### config.mk
export PLATFORM = sky130hd
export DESIGN_NAME = rx_dma_chan
export DESIGN_NICKNAME = d
export VERILOG_FILES = /design/src/rtl/rxdma_pkg.sv /design/src/rtl/rxdma_fifo.sv /design/src/rtl/rxdma_events.sv /design/src/rtl/rx_dma_chan.sv
export SDC_FILE = /design/constraint.sdc
export NUM_CORES = 1
export LEC_CHECK = 0
export BUFFER_PORTS_ARGS = -buffer_cell sky130_fd_sc_hd__buf_2
export CAP_MARGIN = 40
export CELL_PAD_IN_SITES_DETAIL_PLACEMENT = 1
export CELL_PAD_IN_SITES_GLOBAL_PLACEMENT = 2
export CORE_ASPECT_RATIO = 1.1
export CORE_MARGIN = 2
export CORE_UTILIZATION = 40
export CTS_BUF_LIST = sky130_fd_sc_hd__clkbuf_16
export DETAILED_ROUTE_END_ITERATION = 10
export PLACE_DENSITY = 0.75
export SLEW_MARGIN = 20
export SYNTH_ARGS = -nofsm -noshare
export SYNTH_HDL_FRONTEND = slang
export SYNTH_SLANG_ARGS = --single-unit
### constraint.sdc
create_clock -name clk -period 3.9 [get_ports clk]
set_clock_uncertainty 0.2 [all_clocks]
set_input_delay 0.195 -clock clk [delete_from_list [all_inputs] [get_ports clk]]
set_output_delay 0.195 -clock clk [all_outputs]
set_load 0.005 [all_outputs]
### src/rtl/rxdma_pkg.sv
package rxdma_pkg;

   typedef enum logic [1:0] {
      MODE_CHAIN  = 2'd0,
      MODE_PERIOD = 2'd1,
      MODE_IDLE   = 2'd2,
      MODE_MATCH  = 2'd3
   } rx_mode_e;

   // status / mask bit positions
   localparam int unsigned EV_FRAME  = 0;
   localparam int unsigned EV_PERIOD = 1;
   localparam int unsigned EV_IDLE   = 2;
   localparam int unsigned EV_MATCH  = 3;
   localparam int unsigned EV_N      = 4;

   // register offsets
   localparam logic [3:0] RA_CTRL   = 4'd0;
   localparam logic [3:0] RA_MASK   = 4'd1;
   localparam logic [3:0] RA_STAT   = 4'd2;
   localparam logic [3:0] RA_BASE   = 4'd3;
   localparam logic [3:0] RA_BOUND  = 4'd4;
   localparam logic [3:0] RA_PTR    = 4'd5;
   localparam logic [3:0] RA_COUNT  = 4'd6;
   localparam logic [3:0] RA_TMO    = 4'd7;
   localparam logic [3:0] RA_MATCH0 = 4'd8;

endpackage

### src/rtl/rxdma_fifo.sv
module rxdma_fifo #(
   parameter int unsigned WIDTH = 10,
   parameter int unsigned DEPTH = 4
) (
   input  logic             clk,
   input  logic             rst_n,
   input  logic             push,
   input  logic [WIDTH-1:0] din,
   input  logic             pop,
   output logic [WIDTH-1:0] dout,
   output logic             empty,
   output logic             full
);
   localparam int unsigned PW = $clog2(DEPTH);

   generate
      if (DEPTH < 2 || (DEPTH & (DEPTH - 1)) != 0) begin : g_bad_depth
         $error("rxdma_fifo: DEPTH must be a power of two, at least 2");
      end
   endgenerate

   logic [WIDTH-1:0] slot [DEPTH];
   logic [PW-1:0]    wp, rp;
   logic [PW:0]      cnt;

   always_ff @(posedge clk) begin
      if (push) slot[wp] <= din;
   end

   always_ff @(posedge clk or negedge rst_n) begin
      if (!rst_n) begin
         wp  <= '0;
         rp  <= '0;
         cnt <= '0;
      end else begin
         if (push) wp <= wp + 1'b1;
         if (pop)  rp <= rp + 1'b1;
         cnt <= cnt + (PW+1)'(push) - (PW+1)'(pop);
      end
   end

   assign dout  = slot[rp];
   assign empty = (cnt == '0);
   assign full  = (cnt == (PW+1)'(DEPTH));

   assert_no_overflow_R2: assert property (@(posedge clk) disable iff (!rst_n)
      push |-> !full);
   assert_no_underflow_R2: assert property (@(posedge clk) disable iff (!rst_n)
      pop |-> !empty);

endmodule

### src/rtl/rxdma_events.sv
module rxdma_events import rxdma_pkg::*; #(
   parameter int unsigned CW     = 12,
   parameter int unsigned TW     = 16,
   parameter int unsigned NMATCH = 4
) (
   input  logic              clk,
   input  logic              rst_n,
   input  logic              en,
   input  rx_mode_e          mode,
   input  logic              byte_wr,
   input  logic [7:0]        byte_val,
   input  logic              rx_push,
   input  logic              cnt_load,
   input  logic [CW-1:0]     cnt_reload,
   input  logic [TW-1:0]     tmo_limit,
   input  logic [NMATCH*8-1:0] match_flat,
   output logic              ev_period,
   output logic              ev_idle,
   output logic              ev_match
);
   // periodic byte counter
   logic          en_q;
   logic [CW-1:0] wcnt;
   logic          per_act;

   assign per_act   = en && (mode == MODE_PERIOD);
   assign ev_period = per_act && byte_wr && (wcnt <= CW'(1));

   always_ff @(posedge clk or negedge rst_n) begin
      if (!rst_n) begin
         en_q <= 1'b0;
         wcnt <= '0;
      end else begin
         en_q <= en;
         if (cnt_load || (en && !en_q))
            wcnt <= cnt_reload;
         else if (per_act && byte_wr)
            wcnt <= (wcnt <= CW'(1)) ? cnt_reload : wcnt - 1'b1;
      end
   end

   // inter-character idle timer
   logic          armed;
   logic [TW-1:0] tcnt;
   logic          idle_act;

   assign idle_act = en && (mode == MODE_IDLE);
   assign ev_idle  = idle_act && armed && !rx_push && (tcnt == tmo_limit - TW'(1));

   always_ff @(posedge clk or negedge rst_n) begin
      if (!rst_n) begin
         armed <= 1'b0;
         tcnt  <= '0;
      end else if (!idle_act) begin
         armed <= 1'b0;
         tcnt  <= '0;
      end else if (rx_push) begin
         armed <= 1'b1;
         tcnt  <= '0;
      end else if (ev_idle) begin
         armed <= 1'b0;
      end else if (armed) begin
         tcnt <= tcnt + 1'b1;
      end
   end

   // character comparators
   logic [NMATCH-1:0] hit;
   generate
      for (genvar i = 0; i < NMATCH; i++) begin : g_cmp
         assign hit[i] = (byte_val == match_flat[i*8 +: 8]);
      end
   endgenerate

   assign ev_match = en && (mode == MODE_MATCH) && byte_wr && (|hit);

   assert_reload_R6: assert property (@(posedge clk) disable iff (!rst_n)
      (per_act && byte_wr && wcnt == CW'(1) && !cnt_load) |=> (wcnt == $past(cnt_reload)));
   assert_idle_once_R7: assert property (@(posedge clk) disable iff (!rst_n)
      ev_idle |=> !ev_idle);

endmodule

### src/rtl/rx_dma_chan.sv
module rx_dma_chan import rxdma_pkg::*; #(
   parameter int unsigned AW         = 16,
   parameter int unsigned MW         = 16,
   parameter int unsigned RW         = 16,
   parameter int unsigned CW         = 12,
   parameter int unsigned TW         = 16,
   parameter int unsigned FIFO_DEPTH = 4,
   parameter int unsigned NMATCH     = 4
) (
   input  logic          clk,
   input  logic          rst_n,
   input  logic          in_valid,
   input  logic [7:0]    in_data,
   input  logic          in_eof,
   input  logic          in_abort,
   output logic          in_ready,
   output logic          mem_req,
   input  logic          mem_gnt,
   output logic [AW-1:0] mem_addr,
   output logic [MW-1:0] mem_wdata,
   input  logic          reg_we,
   input  logic [3:0]    reg_addr,
   input  logic [RW-1:0] reg_wdata,
   output logic [RW-1:0] reg_rdata,
   output logic          irq
);
   localparam int unsigned EW = 10;   // {abort, eof, byte}

   generate
      if (AW > RW || CW > RW || TW > RW) begin : g_bad_rw
         $error("rx_dma_chan: register width too small");
      end
      if (MW < CW + 2 || MW < 8) begin : g_bad_mw
         $error("rx_dma_chan: memory word too narrow for header");
      end
      if (NMATCH < 1 || NMATCH > 4) begin : g_bad_nmatch
         $error("rx_dma_chan: NMATCH must be 1..4");
      end
   endgenerate

   // ---------------- registers ----------------
   logic                en;
   rx_mode_e            mode;
   logic [EV_N-1:0]     mask, stat, ev, clr_bits;
   logic [AW-1:0]       base, bound, ptr;
   logic [CW-1:0]       reload;
   logic [TW-1:0]       tmo;
   logic [NMATCH*8-1:0] match_flat;

   // ---------------- FIFO ----------------
   logic          push, pop, f_empty, f_full;
   logic [EW-1:0] f_dout;
   logic          h_abort, h_eof;
   logic [7:0]    h_byte;

   assign in_ready = en && !f_full;
   assign push     = in_valid && in_ready;

   rxdma_fifo #(.WIDTH(EW), .DEPTH(FIFO_DEPTH)) u_fifo (
      .clk(clk), .rst_n(rst_n), .push(push),
      .din({in_abort, in_eof, in_data}), .pop(pop),
      .dout(f_dout), .empty(f_empty), .full(f_full)
   );
   assign {h_abort, h_eof, h_byte} = f_dout;

   // ---------------- write engine ----------------
   logic          chain, frame_open, hdr_phase, hdr_abort;
   logic [AW-1:0] hdr_addr, ptr_nxt;
   logic [CW-1:0] fcnt;
   logic          reserve, data_go, abort_go, byte_wr, hdr_done;
   logic          wr_ptr_reg;
   logic [MW-1:0] hdr_word, data_word;

   assign chain    = (mode == MODE_CHAIN);
   assign ptr_nxt  = (ptr == bound) ? base : ptr + 1'b1;
   assign reserve  = en && chain && !frame_open && !hdr_phase && !f_empty;
   assign abort_go = en && chain && frame_open && !hdr_phase && !f_empty && h_abort;
   assign data_go  = en && !hdr_phase && !f_empty && (!chain || (frame_open && !h_abort));
   assign byte_wr  = data_go && mem_gnt;
   assign hdr_done = en && hdr_phase && mem_gnt;
   assign pop      = byte_wr || abort_go;
   assign wr_ptr_reg = reg_we && (reg_addr == RA_PTR);

   always_comb begin
      hdr_word            = '0;
      hdr_word[CW-1:0]    = fcnt;
      hdr_word[MW-1]      = hdr_abort;
      hdr_word[MW-2]      = !hdr_abort;
      data_word           = '0;
      data_word[7:0]      = h_byte;
   end

   assign mem_req   = data_go || (en && hdr_phase);
   assign mem_addr  = hdr_phase ? hdr_addr : ptr;
   assign mem_wdata = hdr_phase ? hdr_word : data_word;

   always_ff @(posedge clk or negedge rst_n) begin
      if (!rst_n) begin
         frame_open <= 1'b0;
         hdr_phase  <= 1'b0;
         hdr_abort  <= 1'b0;
         hdr_addr   <= '0;
         fcnt       <= '0;
      end else if (!en) begin
         frame_open <= 1'b0;
         hdr_phase  <= 1'b0;
      end else if (reserve) begin
         frame_open <= 1'b1;
         hdr_addr   <= ptr;
         fcnt       <= '0;
      end else if (abort_go) begin
         hdr_phase <= 1'b1;
         hdr_abort <= 1'b1;
      end else if (byte_wr && chain) begin
         fcnt <= fcnt + 1'b1;
         if (h_eof) begin
            hdr_phase <= 1'b1;
            hdr_abort <= 1'b0;
         end
      end else if (hdr_done) begin
         hdr_phase  <= 1'b0;
         frame_open <= 1'b0;
      end
   end

   always_ff @(posedge clk or negedge rst_n) begin
      if (!rst_n)
         ptr <= '0;
      else if (wr_ptr_reg)
         ptr <= reg_wdata[AW-1:0];
      else if (reserve || byte_wr)
         ptr <= ptr_nxt;
   end

   // ---------------- events ----------------
   logic ev_period, ev_idle, ev_match;

   rxdma_events #(.CW(CW), .TW(TW), .NMATCH(NMATCH)) u_events (
      .clk(clk), .rst_n(rst_n), .en(en), .mode(mode),
      .byte_wr(byte_wr), .byte_val(h_byte), .rx_push(push),
      .cnt_load(reg_we && reg_addr == RA_COUNT), .cnt_reload(reload),
      .tmo_limit(tmo), .match_flat(match_flat),
      .ev_period(ev_period), .ev_idle(ev_idle), .ev_match(ev_match)
   );

   always_comb begin
      ev           = '0;
      ev[EV_FRAME] = hdr_done && chain;
      ev[EV_PERIOD]= ev_period;
      ev[EV_IDLE]  = ev_idle;
      ev[EV_MATCH] = ev_match;
   end

   assign clr_bits = (reg_we && reg_addr == RA_STAT) ? reg_wdata[EV_N-1:0] : '0;
   assign irq      = |(stat & mask);

   // ---------------- register file ----------------
   always_ff @(posedge clk or negedge rst_n) begin
      if (!rst_n) begin
         en         <= 1'b0;
         mode       <= MODE_CHAIN;
         mask       <= '0;
         stat       <= '0;
         base       <= '0;
         bound      <= '0;
         reload     <= '0;
         tmo        <= '0;
         match_flat <= '0;
      end else begin
         stat <= (stat & ~clr_bits) | ev;
         if (reg_we) begin
            case (reg_addr)
               RA_CTRL: begin
                  en   <= reg_wdata[0];
                  mode <= rx_mode_e'(reg_wdata[2:1]);
               end
               RA_MASK:  mask   <= reg_wdata[EV_N-1:0];
               RA_BASE:  base   <= reg_wdata[AW-1:0];
               RA_BOUND: bound  <= reg_wdata[AW-1:0];
               RA_COUNT: reload <= reg_wdata[CW-1:0];
               RA_TMO:   tmo    <= reg_wdata[TW-1:0];
               default: ;
            endcase
            for (int i = 0; i < NMATCH; i++)
               if (reg_addr == RA_MATCH0 + 4'(i))
                  match_flat[i*8 +: 8] <= reg_wdata[7:0];
         end
      end
   end

   always_comb begin
      reg_rdata = '0;
      case (reg_addr)
         RA_CTRL:  reg_rdata[2:0] = {mode, en};
         RA_MASK:  reg_rdata[EV_N-1:0] = mask;
         RA_STAT:  reg_rdata[EV_N-1:0] = stat;
         RA_BASE:  reg_rdata = RW'(base);
         RA_BOUND: reg_rdata = RW'(bound);
         RA_PTR:   reg_rdata = RW'(ptr);
         RA_COUNT: reg_rdata = RW'(reload);
         RA_TMO:   reg_rdata = RW'(tmo);
         default: ;
      endcase
      for (int i = 0; i < NMATCH; i++)
         if (reg_addr == RA_MATCH0 + 4'(i))
            reg_rdata[7:0] = match_flat[i*8 +: 8];
   end

   // ---------------- assertions ----------------
   assert_wrap_R3: assert property (@(posedge clk) disable iff (!rst_n)
      (byte_wr && mem_addr == bound && !reg_we) |=> (ptr == base));
   assert_hdr_after_eof_R4: assert property (@(posedge clk) disable iff (!rst_n)
      (byte_wr && chain && h_eof && !reg_we) |=> (mem_req && mem_addr == $past(hdr_addr)));
   assert_abort_not_stored_R5: assert property (@(posedge clk) disable iff (!rst_n)
      abort_go |-> !(mem_req && mem_gnt));
   assert_match_on_store_R8: assert property (@(posedge clk) disable iff (!rst_n)
      ev_match |-> (mem_req && mem_gnt && !hdr_phase));
   assert_status_sticky_R9: assert property (@(posedge clk) disable iff (!rst_n)
      (|stat) |=> ((stat & $past(stat & ~clr_bits)) == $past(stat & ~clr_bits)));
   assert_req_hold_R11: assert property (@(posedge clk) disable iff (!rst_n)
      (mem_req && !mem_gnt && !reg_we) |=> (mem_req && $stable(mem_addr) && $stable(mem_wdata)));

endmodule

==> qor.csv <==
metric,value,unit
"Hold Vio Cnt, Final",0,
GR Util met1,34.25,%
Worst-Skew Late Latency,530,ps
CP Class,register to register,
vias in the first global route,9791,
area added between synthesis and finish,15.53,%
crit share post-route,80.32,%
Crit path max-delay family,adder cells,
Synth Flop Type,dfrtp_1,
cell accounting for the most synthesized area,dfrtp_1,
"Req. time, crit path",4150,ps
Max-slew headroom,39.83,%
routing usage on met3,3.592,%
M2 GR Usage,38.55,%
Clock Tree Buf Depth,3,
pwr dens,600.3,nW/um^2
Critical Path Max Stage Delay,560,ps
measured slew at the worst slew-check pin,900.6,ps
HPWL after detailed placement,27480,um
TritonRoute pass-1 iters,5,
final slew viol count,0,
via count,9509,
synth unique cells,68,
Die Ht,188.6,um
"EDFF count, synth",40,
Peak Freq,0.3192,GHz
n_diodes,0,
Stages on worst setup path,11,
Final ANT Viol Nets,0,
H-tree levels,1,
Placeable Area,30510,sq um
"top cells by area, synth","dfrtp_1, mux2_2, edfxtp_1",
TritonCTS clock tree,yes,
FF/Latch Area,5881,sq um
leak pwr,5.871,nW
Die X,171.9,um
post-DR wirelength/cell,22.89,um
syn avg cell area,10.78,sq um
Final TNS setup,0,ps
number of setup violations in the final report,0,
Placer Congestion,0.8282,
max cap viols,0,
critical path arrival,3390,ps
critical-path cell list,mux4_2 > o21ai_0 > nand3_1 > nand2_1 > ha_1 > inv_1 > ha_1 > inv_1 > fa_1 > xnor2_1 > xnor2_1,
synthesized area,12400,sq um
PortBufs,83,
I/O pin count,86,
WP buf/inv,2,
Post-route DRC,0,
CP max-delay cell,mux4_2,
drt initial violations,627,
Worst Hold Depth,3,
GRT overflow,0,
setup bufs post-CTS,0,
Hold Path Class,primary input to register,
multi-input logic area,6136,sq um
crit path launch type,register,
crit path capture type,register,
fill count,3398,
share of layout cells above drive strength 1,24.78,%
Total GRT Usage,23.89,%
final WL,38300,um
NumNets Final,1287,
TritonCTS Buffers,26,
most frequent cells in the layout,"dfrtp_1, mux2_2, nand2_1, buf_2, nor2_1",
Starting Density,40.63,%
initial antenna violation count,1,
Synth Warn #,0,
largest net degree at the start of global routing,87,
Vias/cell,5.684,
"IR drop worst, VDD",0.2700,mV
layer with the highest usage,met2,
Final min period,3133,ps
"commonest non-fill, non-tap cell in the layout",dfrtp_1,
clk sink count,227,
outcome,"complete, no violations",
post-cts resize count,0,
Clock Tree Root,clkbuf_16,
die area,32420,sq um
first-pass GRT wire length,59440,um
Post-synth ARST share,82.38,%
RSZ-0062 raised after global routing,false,
area fraction of the dominant cell type after synthesis,37.75,%
Mapped Cells,1150,
clk slew on worst S/H paths,60,ps
dpl ws,780.4,ps
post-route setup slack,767.4,ps
Rows,67,
"Seq/Total Area, Yosys",47.44,%
#FFs+latches synth,227,
Worst R2R Path Depth,11,
crit-path max FO,3,
[cells in the mapped netlist (4+ instances only)]
cell and n:
inv_1 26, nand4_1 15, o31ai_1 8, and3_1 16, a21oi_1 57, nand3_1 22
o22ai_1 11, nor4_1 24, mux2i_1 26, nor3b_1 6, nand2_1 90, mux2_2 142
and2_1 8, or3_1 16, a31oi_1 8, ha_1 12, nor2_1 73, o21ai_0 62
nor2b_1 7, clkbuf_1 63, a221oi_1 5, mux4_2 17, a32oi_1 4, xnor2_1 35
buf_4 4, xor2_1 45, edfxtp_1 40, nor3_1 24, a211oi_1 7, a22oi_1 8
dfrtp_1 187, o211ai_1 8, nand2b_1 11, a22o_1 6, or4_1 7
[worst reg2reg max path: stages, from the launching register on]
cell and delay [ps]:
dfrtp_1 370, mux4_2 560, o21ai_0 370, nand3_1 190, nand2_1 180, ha_1 250, inv_1 60, ha_1 130
inv_1 50, fa_1 370, xnor2_1 190, xnor2_1 150
[routing by layer]
layer	share of wire, %	wire, um
met2	47	18050
met3	5.0	1932
met1	46	17690
met5	0.042	16
met4	1.6	602
[flip-flops by register name, indices dropped and copies added (netlist names), 2 cells and up]
name / cells
bound: 16
match_flat: 32
stat: 4
mode: 2
u_fifo.cnt: 3
mask: 4
base: 16
ptr: 16
u_fifo.slot: 40
reload: 12
fcnt: 12
u_events.tcnt: 16
u_events.wcnt: 12
u_fifo.rp: 2
hdr_addr: 16
tmo: 16
u_fifo.wp: 2
[report_power, final]
group	internal, mW	total (mW)	leakage, nW	switching, mW
Clock	1.38	2.37	0.428	0.995
Combinational	1.23	2.63	2.72	1.40
Sequential	2.95	3.60	2.72	0.652
Total	5.56	8.60	5.87	3.04
[what timing repair did]
| action | 4_1_cts | 5_1_grt |
|---|---|---|
| endpoints found under the setup margin | 0 | 0 |
| hold buffers | 29 | 0 |
| hold endpoints to repair | 224 | 0 |
[final timing paths]
kind                         startpoint        endpoint  slack [ps]
min                              reg_we         mode[1]          60
max                        u_fifo.rp[0]   u_fifo.cnt[2]         770
min in group asynchronous         rst_n    hdr_addr[11]          80
min reg2reg                hdr_addr[14]    hdr_addr[14]         300
max in group asynchronous         rst_n  match_flat[27]        2470
max reg2reg                u_fifo.rp[0]   u_fifo.cnt[2]         770
[per-stage QoR]
step           util, %  std cells  power [mW]  area (sq um)  hold slack (ps)
4_1_cts          46.94       1673       8.670         14320            53.63
6_report         46.94       1673       8.598         14320            56.42
3_5_place_dp     43.30       1596       6.248         13210            99.99
5_1_grt          46.94       1673       9.114         14320            73.37
3_3_place_gp     43.30       1596       6.160         13210            97.84
2_1_floorplan        -       1151       5.233         12400           -300.6
[kinds of logic (layout without fill, tap and decap cells)]
group	Yosys count	after routing	synth area share, %
compound gates	211	211	10.57
xor+xnor	80	80	5.652
fa+ha+maj	13	13	1.373
buf+inv	99	207	3.260
flops	227	227	47.44
mux	185	185	18.09
other cells	1	2	0.03025
simple gates	334	334	13.60
[layout make-up]
cell class,instances,area share [%]
timing repair buffer,133,6.089
inverter,26,0.6814
sequential,227,41.06
clock inverter,21,0.9959
clock buffer,27,4.717
tap,414,3.617
multi-input combinational,825,42.84
Power figures use the tool's default switching activity.
